File: config.mk
export PLATFORM = sky130hd
export DESIGN_NAME = clkdiv_out
export DESIGN_NICKNAME = d
export VERILOG_FILES = /design/src/rtl/clkdiv_pkg.sv /design/src/rtl/clkdiv_cfg_reg.sv /design/src/rtl/clkdiv_counter.sv /design/src/rtl/clkdiv_sequencer.sv /design/src/rtl/clkdiv_out.sv
export SDC_FILE = /design/constraint.sdc
export NUM_CORES = 1
export LEC_CHECK = 0
export BUFFER_PORTS_ARGS = -buffer_cell sky130_fd_sc_hd__buf_2
export CORE_MARGIN = 4
export CORE_UTILIZATION = 49
export CTS_BUF_LIST = sky130_fd_sc_hd__clkbuf_4
export CTS_CLUSTER_SIZE = 16
export DETAILED_ROUTE_END_ITERATION = 10
export PLACE_DENSITY = 0.81
export SYNTH_ARGS = -nofsm -noshare
export SYNTH_HDL_FRONTEND = slang
export SYNTH_SLANG_ARGS = --single-unit
File: constraint.sdc
create_clock -name clk -period 2.3 [get_ports clk]
set_input_delay 0.345 -clock clk [delete_from_list [all_inputs] [get_ports clk]]
set_output_delay 0.345 -clock clk [all_outputs]
set_load 0.02 [all_outputs]
File: src/rtl/clkdiv_pkg.sv
package clkdiv_pkg;
  localparam int CODE_W     = 3;
  localparam int CNT_W      = CODE_W + 1;
  localparam int REG_W      = 8;
  localparam int CODE_LSB   = 0;
  localparam int OFF_BIT    = CODE_LSB + CODE_W;
  localparam int LAYOUT_BIT = OFF_BIT + 1;
  localparam logic [CODE_W-1:0] BYPASS_CODE = '1;

  typedef struct packed {
    logic              layout;
    logic              off;
    logic [CODE_W-1:0] code;
  } clkdiv_cfg_t;

  // Cycles spent in each half of a divided period.
  function automatic logic [CNT_W-1:0] half_len(input logic [CODE_W-1:0] code);
    return CNT_W'(code) + CNT_W'(1);
  endfunction

  function automatic logic is_divided(input clkdiv_cfg_t c);
    return !c.off && (c.code != BYPASS_CODE);
  endfunction

  function automatic logic is_bypass(input clkdiv_cfg_t c);
    return !c.off && (c.code == BYPASS_CODE);
  endfunction

  function automatic clkdiv_cfg_t unpack_reg(input logic [REG_W-1:0] d);
    clkdiv_cfg_t c;
    c.code   = d[CODE_LSB +: CODE_W];
    c.off    = d[OFF_BIT];
    c.layout = d[LAYOUT_BIT];
    return c;
  endfunction

  function automatic logic [REG_W-1:0] pack_reg(input clkdiv_cfg_t c);
    logic [REG_W-1:0] d;
    d = '0;
    d[CODE_LSB +: CODE_W] = c.code;
    d[OFF_BIT]            = c.off;
    d[LAYOUT_BIT]         = c.layout;
    return d;
  endfunction
endpackage

File: src/rtl/clkdiv_cfg_reg.sv
module clkdiv_cfg_reg
  import clkdiv_pkg::*;
(
  input  logic             clk,
  input  logic             rst_n,
  input  logic             we,
  input  logic [REG_W-1:0] wdata,
  output clkdiv_cfg_t      cfg_q,
  output logic [REG_W-1:0] rdata
);
  logic unused_hi_bits;
  assign unused_hi_bits = ^wdata[REG_W-1:LAYOUT_BIT+1];

  always_ff @(posedge clk or negedge rst_n) begin
    if (!rst_n)  cfg_q <= '0;
    else if (we) cfg_q <= unpack_reg(wdata);
  end

  assign rdata = pack_reg(cfg_q);

  AST_WRITE_LANDS: assert property (@(posedge clk) disable iff (!rst_n)
    we |=> (rdata[LAYOUT_BIT:0] == $past(wdata[LAYOUT_BIT:0])));
endmodule

File: src/rtl/clkdiv_counter.sv
module clkdiv_counter
  import clkdiv_pkg::*;
#(
  parameter int W = CNT_W
) (
  input  logic         clk,
  input  logic         rst_n,
  input  logic [W-1:0] half,
  input  logic         load,
  input  logic         load_high,
  output logic         phase_q,
  output logic         half_done
);
  logic [W-1:0] cnt_q;

  assign half_done = (cnt_q == half - W'(1));

  always_ff @(posedge clk or negedge rst_n) begin
    if (!rst_n) begin
      cnt_q   <= '0;
      phase_q <= 1'b0;
    end else if (load) begin
      cnt_q   <= '0;
      phase_q <= load_high;
    end else if (half_done) begin
      cnt_q   <= '0;
      phase_q <= ~phase_q;
    end else begin
      cnt_q   <= cnt_q + W'(1);
    end
  end

  AST_CNT_BELOW_HALF: assert property (@(posedge clk) disable iff (!rst_n)
    cnt_q < half);
  AST_PHASE_STEADY: assert property (@(posedge clk) disable iff (!rst_n)
    (!load && !half_done) |=> $stable(phase_q));
endmodule

File: src/rtl/clkdiv_sequencer.sv
module clkdiv_sequencer
  import clkdiv_pkg::*;
(
  input  logic             clk,
  input  logic             rst_n,
  input  clkdiv_cfg_t      pend,
  input  logic             phase,
  input  logic             half_done,
  output clkdiv_cfg_t      act_q,
  output logic             boundary,
  output logic             load_high,
  output logic             bypass_on,
  output logic [CNT_W-1:0] half
);
  logic divided;

  assign divided   = is_divided(act_q);
  assign boundary  = !divided || (!phase && half_done);
  assign load_high = is_divided(pend);
  assign bypass_on = is_bypass(act_q);
  assign half      = half_len(act_q.code);

  always_ff @(posedge clk or negedge rst_n) begin
    if (!rst_n)        act_q <= '0;
    else if (boundary) act_q <= pend;
  end

  AST_HOLD_MID_PERIOD: assert property (@(posedge clk) disable iff (!rst_n)
    !boundary |=> (act_q == $past(act_q)));
endmodule

File: src/rtl/clkdiv_out.sv
module clkdiv_out
  import clkdiv_pkg::*;
(
  input  logic              clk,
  input  logic              rst_n,
  input  logic              cfg_we,
  input  logic [REG_W-1:0]  cfg_wdata,
  output logic [REG_W-1:0]  cfg_rdata,
  output logic              layout_ext,
  output logic [CODE_W-1:0] active_code,
  output logic              active_off,
  output logic              clk_out
);
  clkdiv_cfg_t      pend;
  clkdiv_cfg_t      act;
  logic             phase;
  logic             half_done;
  logic             boundary;
  logic             load_high;
  logic             bypass_on;
  logic [CNT_W-1:0] half;
  logic             gate_q;
  logic             unused_act_layout;

  clkdiv_cfg_reg u_reg (
    .clk   (clk),
    .rst_n (rst_n),
    .we    (cfg_we),
    .wdata (cfg_wdata),
    .cfg_q (pend),
    .rdata (cfg_rdata)
  );

  clkdiv_sequencer u_seq (
    .clk       (clk),
    .rst_n     (rst_n),
    .pend      (pend),
    .phase     (phase),
    .half_done (half_done),
    .act_q     (act),
    .boundary  (boundary),
    .load_high (load_high),
    .bypass_on (bypass_on),
    .half      (half)
  );

  clkdiv_counter #(.W(CNT_W)) u_cnt (
    .clk       (clk),
    .rst_n     (rst_n),
    .half      (half),
    .load      (boundary),
    .load_high (load_high),
    .phase_q   (phase),
    .half_done (half_done)
  );

  // Pass-through enable changes only while clk is low.
  always_ff @(negedge clk or negedge rst_n) begin
    if (!rst_n) gate_q <= 1'b0;
    else        gate_q <= bypass_on;
  end

  assign clk_out           = (clk & gate_q) | phase;
  assign layout_ext        = pend.layout;
  assign active_code       = act.code;
  assign active_off        = act.off;
  assign unused_act_layout = act.layout;

  AST_OFF_HOLDS_LOW: assert property (@(posedge clk) disable iff (!rst_n)
    act.off |-> !phase);
  AST_BYPASS_NO_PHASE: assert property (@(posedge clk) disable iff (!rst_n)
    bypass_on |-> !phase);
endmodule

==> results.toml, run 1 <==
[die]
rows = 13
die-area_mm2 = 0.00205
die_w_um = 45.2
initial_utilization = 0.522
die_h_um = 45.2
io_pins = 25
core_mm2 = 0.00130

[worst_setup_path]
path_cells = "a21o_1 > buf_6"
cp_max_fo = 1
required_ns = 1.96
crit_type = "reg2out"
cpMaxStageDelayCell = "dfrtn_1"
crit_path_end_kind = "primary output"
arrival_ns = 2.17
cpPeakStageDelay_ns = 0.39
worstSetupStartpointType = "flop"
r2r_slack_ns = 0.42

[timing]
final_max_slew_viol_count = 0
tns_ns = -0.218
setup_ws_ns = -0.218
clock_skew_ns = 0.0181
grt_setup_unrepaired = "yes"
hold_violations = 0
setup_viol = 1

[global_routing]
grt_pass1_wl_um = 2210
grt_pass1_vias = 566
grt_usage = 0.166
antenna_found_initial = 0
grt_max_degree = 15
overflow = 0

[power]
p_leak_nw = 0.411
peakVddDrop_uv = 618
p_per_area_mw_per_mm2 = 1420

[routing]
route.vias.total = 481
post_drt_wl_per_cell_um = 14.8
drt_iter0_drc = 2
drcViolationCount = 0
viasPerCell = 5.29
wirelength_um = 1340
dr.pass1.iters = 2
antenna_left = 0

[finish]
syn2layout_area_growth_pct = 23.9
seqCellArea_um2 = 375
antenna_cells = 0
drive_gt1_frac = 0.447
nFillCells = 120
final_core_util = 0.647
layout.cells.non_filler = 91
multi_input_area_um2 = 282
nets = 89

[synth]
synthCells = 51
ys_ff_latch = 15
synth_cell_types = 23
ys_seq_area_frac = 0.552
syn_area_um2 = 679
synth_warnings = 0
synth_area_per_cell_um2 = 13.3

[flow_run]
cap_viol_max_count = 0

[outcome]
status = "finished, violations left"
violations = "negative setup slack"

[worst_hold_path]
hold_class = "in2reg"

[placed_design]
numPortBuffers = 18
place_inst = 83
finalWeightedCongestion = 0.797
place_hpwl_um = 1020

[cts]
clk_pin_slew_worst_paths_ns = 0.08
cts_tree = "yes"
postCtsSetupRepairBufs = 0
clock_latency_ns = 0.40
layout make-up:
cell class	count	area share
flip-flops and latches	15	0.446
well taps	15	0.0223
repair buffers	19	0.122
multi-input cells	34	0.334
clock buffers	8	0.0758
per-layer routing:
metal / GRT usage / part of all wire
met1: 0.156 / 0.40
met2: 0.254 / 0.52
met3: 0.0876 / 0.067
met4: 0.152 / 0.016
met5: 0 / 0
stage by stage:
step / hold WS (ns) / cell area, µm² / power, mW / worst slack [ns]
floorplan: 0.0494 / 687 / 0.825 / 0.243
global placement: 0.328 / 773 / 0.929 / 0.205
detailed placement: 0.328 / 773 / 0.955 / 0.198
CTS: 0.174 / 842 / 1.22 / -0.234
global route: 0.161 / 842 / 1.28 / -0.263
finish: 0.185 / 842 / 1.20 / -0.218
report_power, final:
| part | switching (mW) | internal [mW] |
|---|---|---|
| clock network | 0.119 | 0.163 |
| logic | 0.244 | 0.212 |
| registers | 0.108 | 0.352 |
| total | 0.471 | 0.726 |
cells by family (layout without fill, tap and decap cells):
group                    Yosys count  after routing  synth area share
AO/OA/AOI/OAI                      9              9             0.129
XOR/XNOR                           4              4            0.0516
adder cells (fa/ha/maj)            1              1            0.0184
buffers and inverters              4             27            0.0442
flip-flops                        15             15             0.552
multiplexers                       8              8             0.133
other                              1              3           0.00552
AND/OR/NAND/NOR                    9              9            0.0663
worst paths after layout:
kind	start	end	cells after the start
min in group asynchronous	rst_n	u_cnt.cnt_q[3]	3
max in group asynchronous	rst_n	gate_q	2
max reg2reg	u_seq.act_q[0]	gate_q	2
max	gate_q	clk_out	2
min reg2reg	u_cnt.cnt_q[0]	u_cnt.cnt_q[0]	1
min	cfg_wdata[3]	u_reg.cfg_q[3]	2
cell usage after synthesis (all sizes together):
| cell type | instances | area (µm²) |
|---|---|---|
| conb | 1 | 3.75 |
| a311oi | 1 | 8.76 |
| nor2b | 1 | 6.26 |
| a21oi | 1 | 5.00 |
| dfrtn | 1 | 25.0 |
| o31ai | 1 | 7.51 |
| mux2 | 8 | 90.1 |
| buf | 4 | 30.0 |
| dfrtp | 14 | 350 |
| o41ai | 1 | 27.5 |
| xor2 | 1 | 8.76 |
| ha | 1 | 12.5 |
| nand2 | 1 | 3.75 |
| a22o | 1 | 8.76 |
| xnor2 | 3 | 26.3 |
| o31a | 1 | 10.0 |
| a21o | 1 | 7.51 |
| nor2 | 3 | 11.3 |
| a31oi | 2 | 12.5 |
| nand3 | 2 | 10.0 |
| and2 | 2 | 13.8 |
registers in the layout (all words and copies together) (netlist names):
| name | flops |
|---|---|
| u_cnt.phase_q | 1 |
| u_cnt.cnt_q | 4 |
| gate_q | 1 |
| u_seq.act_q | 4 |
| u_reg.cfg_q | 5 |
worst max-delay path, delay by kind of cell, from the launching register on:
kind | cells | cell delay [ns]
AO/OA/AOI/OAI | 1 | 0.12
buffers and inverters | 1 | 0.11
flip-flops | 1 | 0.39
timing repair:
action | CTS | global route
gates resized for setup | 2 | 0
endpoints found under the hold margin | 14 | 0
hold buffers | 1 | 0
setup endpoints to repair | 1 | 1
cells in the final DEF, fill, tap and decap left out, drive strengths merged:
cell / instances
o31ai: 1
a311oi: 1
xor2: 1
conb: 3
buf: 19
nor2b: 1
nor2: 3
a31oi: 2
a21oi: 1
dfrtp: 14
ha: 1
o41ai: 1
nand3: 2
o31a: 1
clkbuf: 7
and2: 2
xnor2: 3
mux2: 8
dlygate4sd3: 1
a22o: 1
dfrtn: 1
a21o: 1
nand2: 1
Note: power is estimated with default switching activity, not from simulation.
==> run 2, diff against run 1 <==
ABC_AREA = 1   (was default)
CORE_UTILIZATION = 50   (was 49)
PLACE_DENSITY = 0.82   (was 0.81)
==> run 2 against run 1 <==
Net effect: the flow still finishes with violations (negative setup slack); non-clock buffer count unchanged; first-iteration DRC count rose to 3.0 times the previous value; register-to-register slack about the same; sequential share of layout area down 1.9 points; via count up 21%; largest power group is now combinational cells.
==> results.toml, run 2 <==
[synth]
synth-simple-area-share = 0.250
synth_compound_area_frac = 0.0139
synth_top_family_by_area = "simple AND/OR/NAND/NOR gates"
ys_seq_area_frac = 0.522
ys_top_cells_by_area = "dfrtp_1 (49%), nand2_1 (9.4%), nand3_1 (8.3%)"
synth_top_cell_by_area = "dfrtp_1"
async_flop_share = 1.00
synth_common_cells = "nand2_1 (18), dfrtp_1 (14), nand3_1 (12)"
synthCells = 81
synthXorXnorAreaFrac = 0.0243
synth_warnings = 0
ys.flop_type = "dfrtp_1"
synth_area_per_cell_um2 = 8.88
ys_ff_latch = 15
syn_area_um2 = 719
synth_cell_types = 18
synth-edff-count = 0
synth_top_area_frac = 0.487
post-synth-top-count-cell = "nand2_1"
synth_fa_ha_area_frac = 0.0174
muxShareOfSynthArea = 0.0626

[worst_setup_path]
worst_r2r_path_depth = 2
r2r-end = "gate_q"
cp-startpoint = "gate_q"
worstSetupStartpointType = "flop"
cp_max_fo = 1
r2r_slack_ns = 0.43
crit_path_end_kind = "primary output"
required_ns = 1.96
arrival_ns = 2.18
crit_type = "reg2out"
regToRegStartpoint = "u_seq.act_q[1]"

[global_routing]
antenna_found_initial = 0
grt_pass1_wl_um = 2130
overflow = 0
grt_pass1_vias = 527
grt_max_degree = 15
grt_usage = 0.155

[outcome]
status = "finished, violations left"
violations = "negative setup slack"

[die]
rows = 13
die-area_mm2 = 0.00211
die_h_um = 45.9
core_mm2 = 0.00133
initial_utilization = 0.539
die_w_um = 45.9
io_pins = 25

[finish]
syn2layout_area_growth_pct = 22.3
antenna_cells = 0
largest_reg_flops = 5
drive_gt1_frac = 0.330
top_regs = "u_reg.cfg_q: 5 flops, u_cnt.cnt_q: 4 flops, u_seq.act_q: 4 flops"
final_common_cell = "nand2_1"
regMostFlops = "u_reg.cfg_q"
final_core_util = 0.659
layout_common_cells = "nand2_1 (18), buf_2 (17), dfrtp_1 (14)"
design_area_um2 = 880
layout.cells.non_filler = 121
nets = 119

[power]
p_per_area_mw_per_mm2 = 1340
p_int_uw = 662
pwr-share-comb = 0.418
peakVddDrop_uv = 579
power_frac_seq = 0.359
p_switching_uw = 515
finalPower_mw = 1.18
swShare = 0.437
p_clk_frac = 0.223
p_leak_nw = 0.495

[timing]
setup_ws_ns = -0.225
tns_ns = -0.225
hold_violations = 0
holdWs_ns = 0.154
grt_setup_unrepaired = "yes"
setup_viol = 2
final_max_slew_viol_count = 0
clock_skew_ns = 0.0173

[routing]
dr.pass1.iters = 4
drcViolationCount = 0
antenna_left = 0
viasPerCell = 4.83
wirelength_um = 1300
route.vias.total = 584
drt_iter0_drc = 6
post_drt_wl_per_cell_um = 10.7

[worst_hold_path]
hold_class = "in2reg"
min_from = "cfg_wdata[3]"
min_delay_worst_endpoint = "u_reg.cfg_q[3]"
holdPathStages = 3

[placed_design]
place_hpwl_um = 986
placed_area_um2 = 813
finalWeightedCongestion = 0.845
numPortBuffers = 18
pre_cts_ws_ns = 0.204
place_inst = 113

[cts]
postCtsSetupRepairBufs = 0
cts_tree = "yes"
clk_pin_slew_worst_paths_ns = 0.10
clock_latency_ns = 0.41

[flow_run]
cap_viol_max_count = 0
[run 2: changes by cell type after synthesis, moves of 2 or more]
cell     change
a31oi_1      -2
inv_1       +11
mux2_1       -3
nand2_1     +17
nand3_1     +10
nor2_1       +3
nor2_2       +2
xnor2_1      -2
[run 2: worst max path at each step]
| stage | end | slack (ns) | depth (start not counted) |
|---|---|---|---|
| after floorplan | clk_out | 0.25 | 2 |
| after global placement | clk_out | 0.21 | 3 |
| after detailed placement | clk_out | 0.20 | 3 |
| after CTS | clk_out | -0.23 | 3 |
| after global routing | clk_out | -0.29 | 3 |
| final | clk_out | -0.23 | 3 |
[run 2: cell families after synthesis]
family | count (synthesis)
multiplexers | 4
XOR/XNOR | 2
buffers and inverters | 16
flip-flops | 15
AO/OA/AOI/OAI | 2
other | 1
adder cells (fa/ha/maj) | 1
AND/OR/NAND/NOR | 40
[run 2: critical path, stage by stage, from the launching register on]
cell,delay [ns]
dfrtn_1,0.39
nand2_1,0.04
nand2_1,0.07
buf_6,0.12
[run 2: area by class of cell]
class	instances	area, µm²
clock buffer	7	56.3
clock inverter	1	5.00
fill	122	454
inverter	12	45.0
multi-input combinational	52	277
sequential	15	375
tap	15	18.8
timing repair buffer	19	103
[run 2: power groups by stage]
stage / Clock, mW / Sequential [mW] / Combinational [mW]
after floorplan: 0.0166 / 0.465 / 0.334
after global placement: 0.0238 / 0.421 / 0.482
after detailed placement: 0.0238 / 0.427 / 0.496
after CTS: 0.267 / 0.421 / 0.501
after global routing: 0.289 / 0.441 / 0.549
final: 0.263 / 0.423 / 0.491
[run 2: repair_timing]
item / in CTS / in global routing
hold endpoints to repair: 14 / 0
hold buffers: 1 / 0
resized for setup: 2 / 0
setup endpoints to repair: 2 / 2
[run 2: routing by layer]
metal	up-vias	routed length [µm]	global-route usage
met1	262	569	0.181
li1	292	-	-
met2	26	545	0.206
met4	0	34	0.119
met5	-	0	0
met3	4	151	0.0870
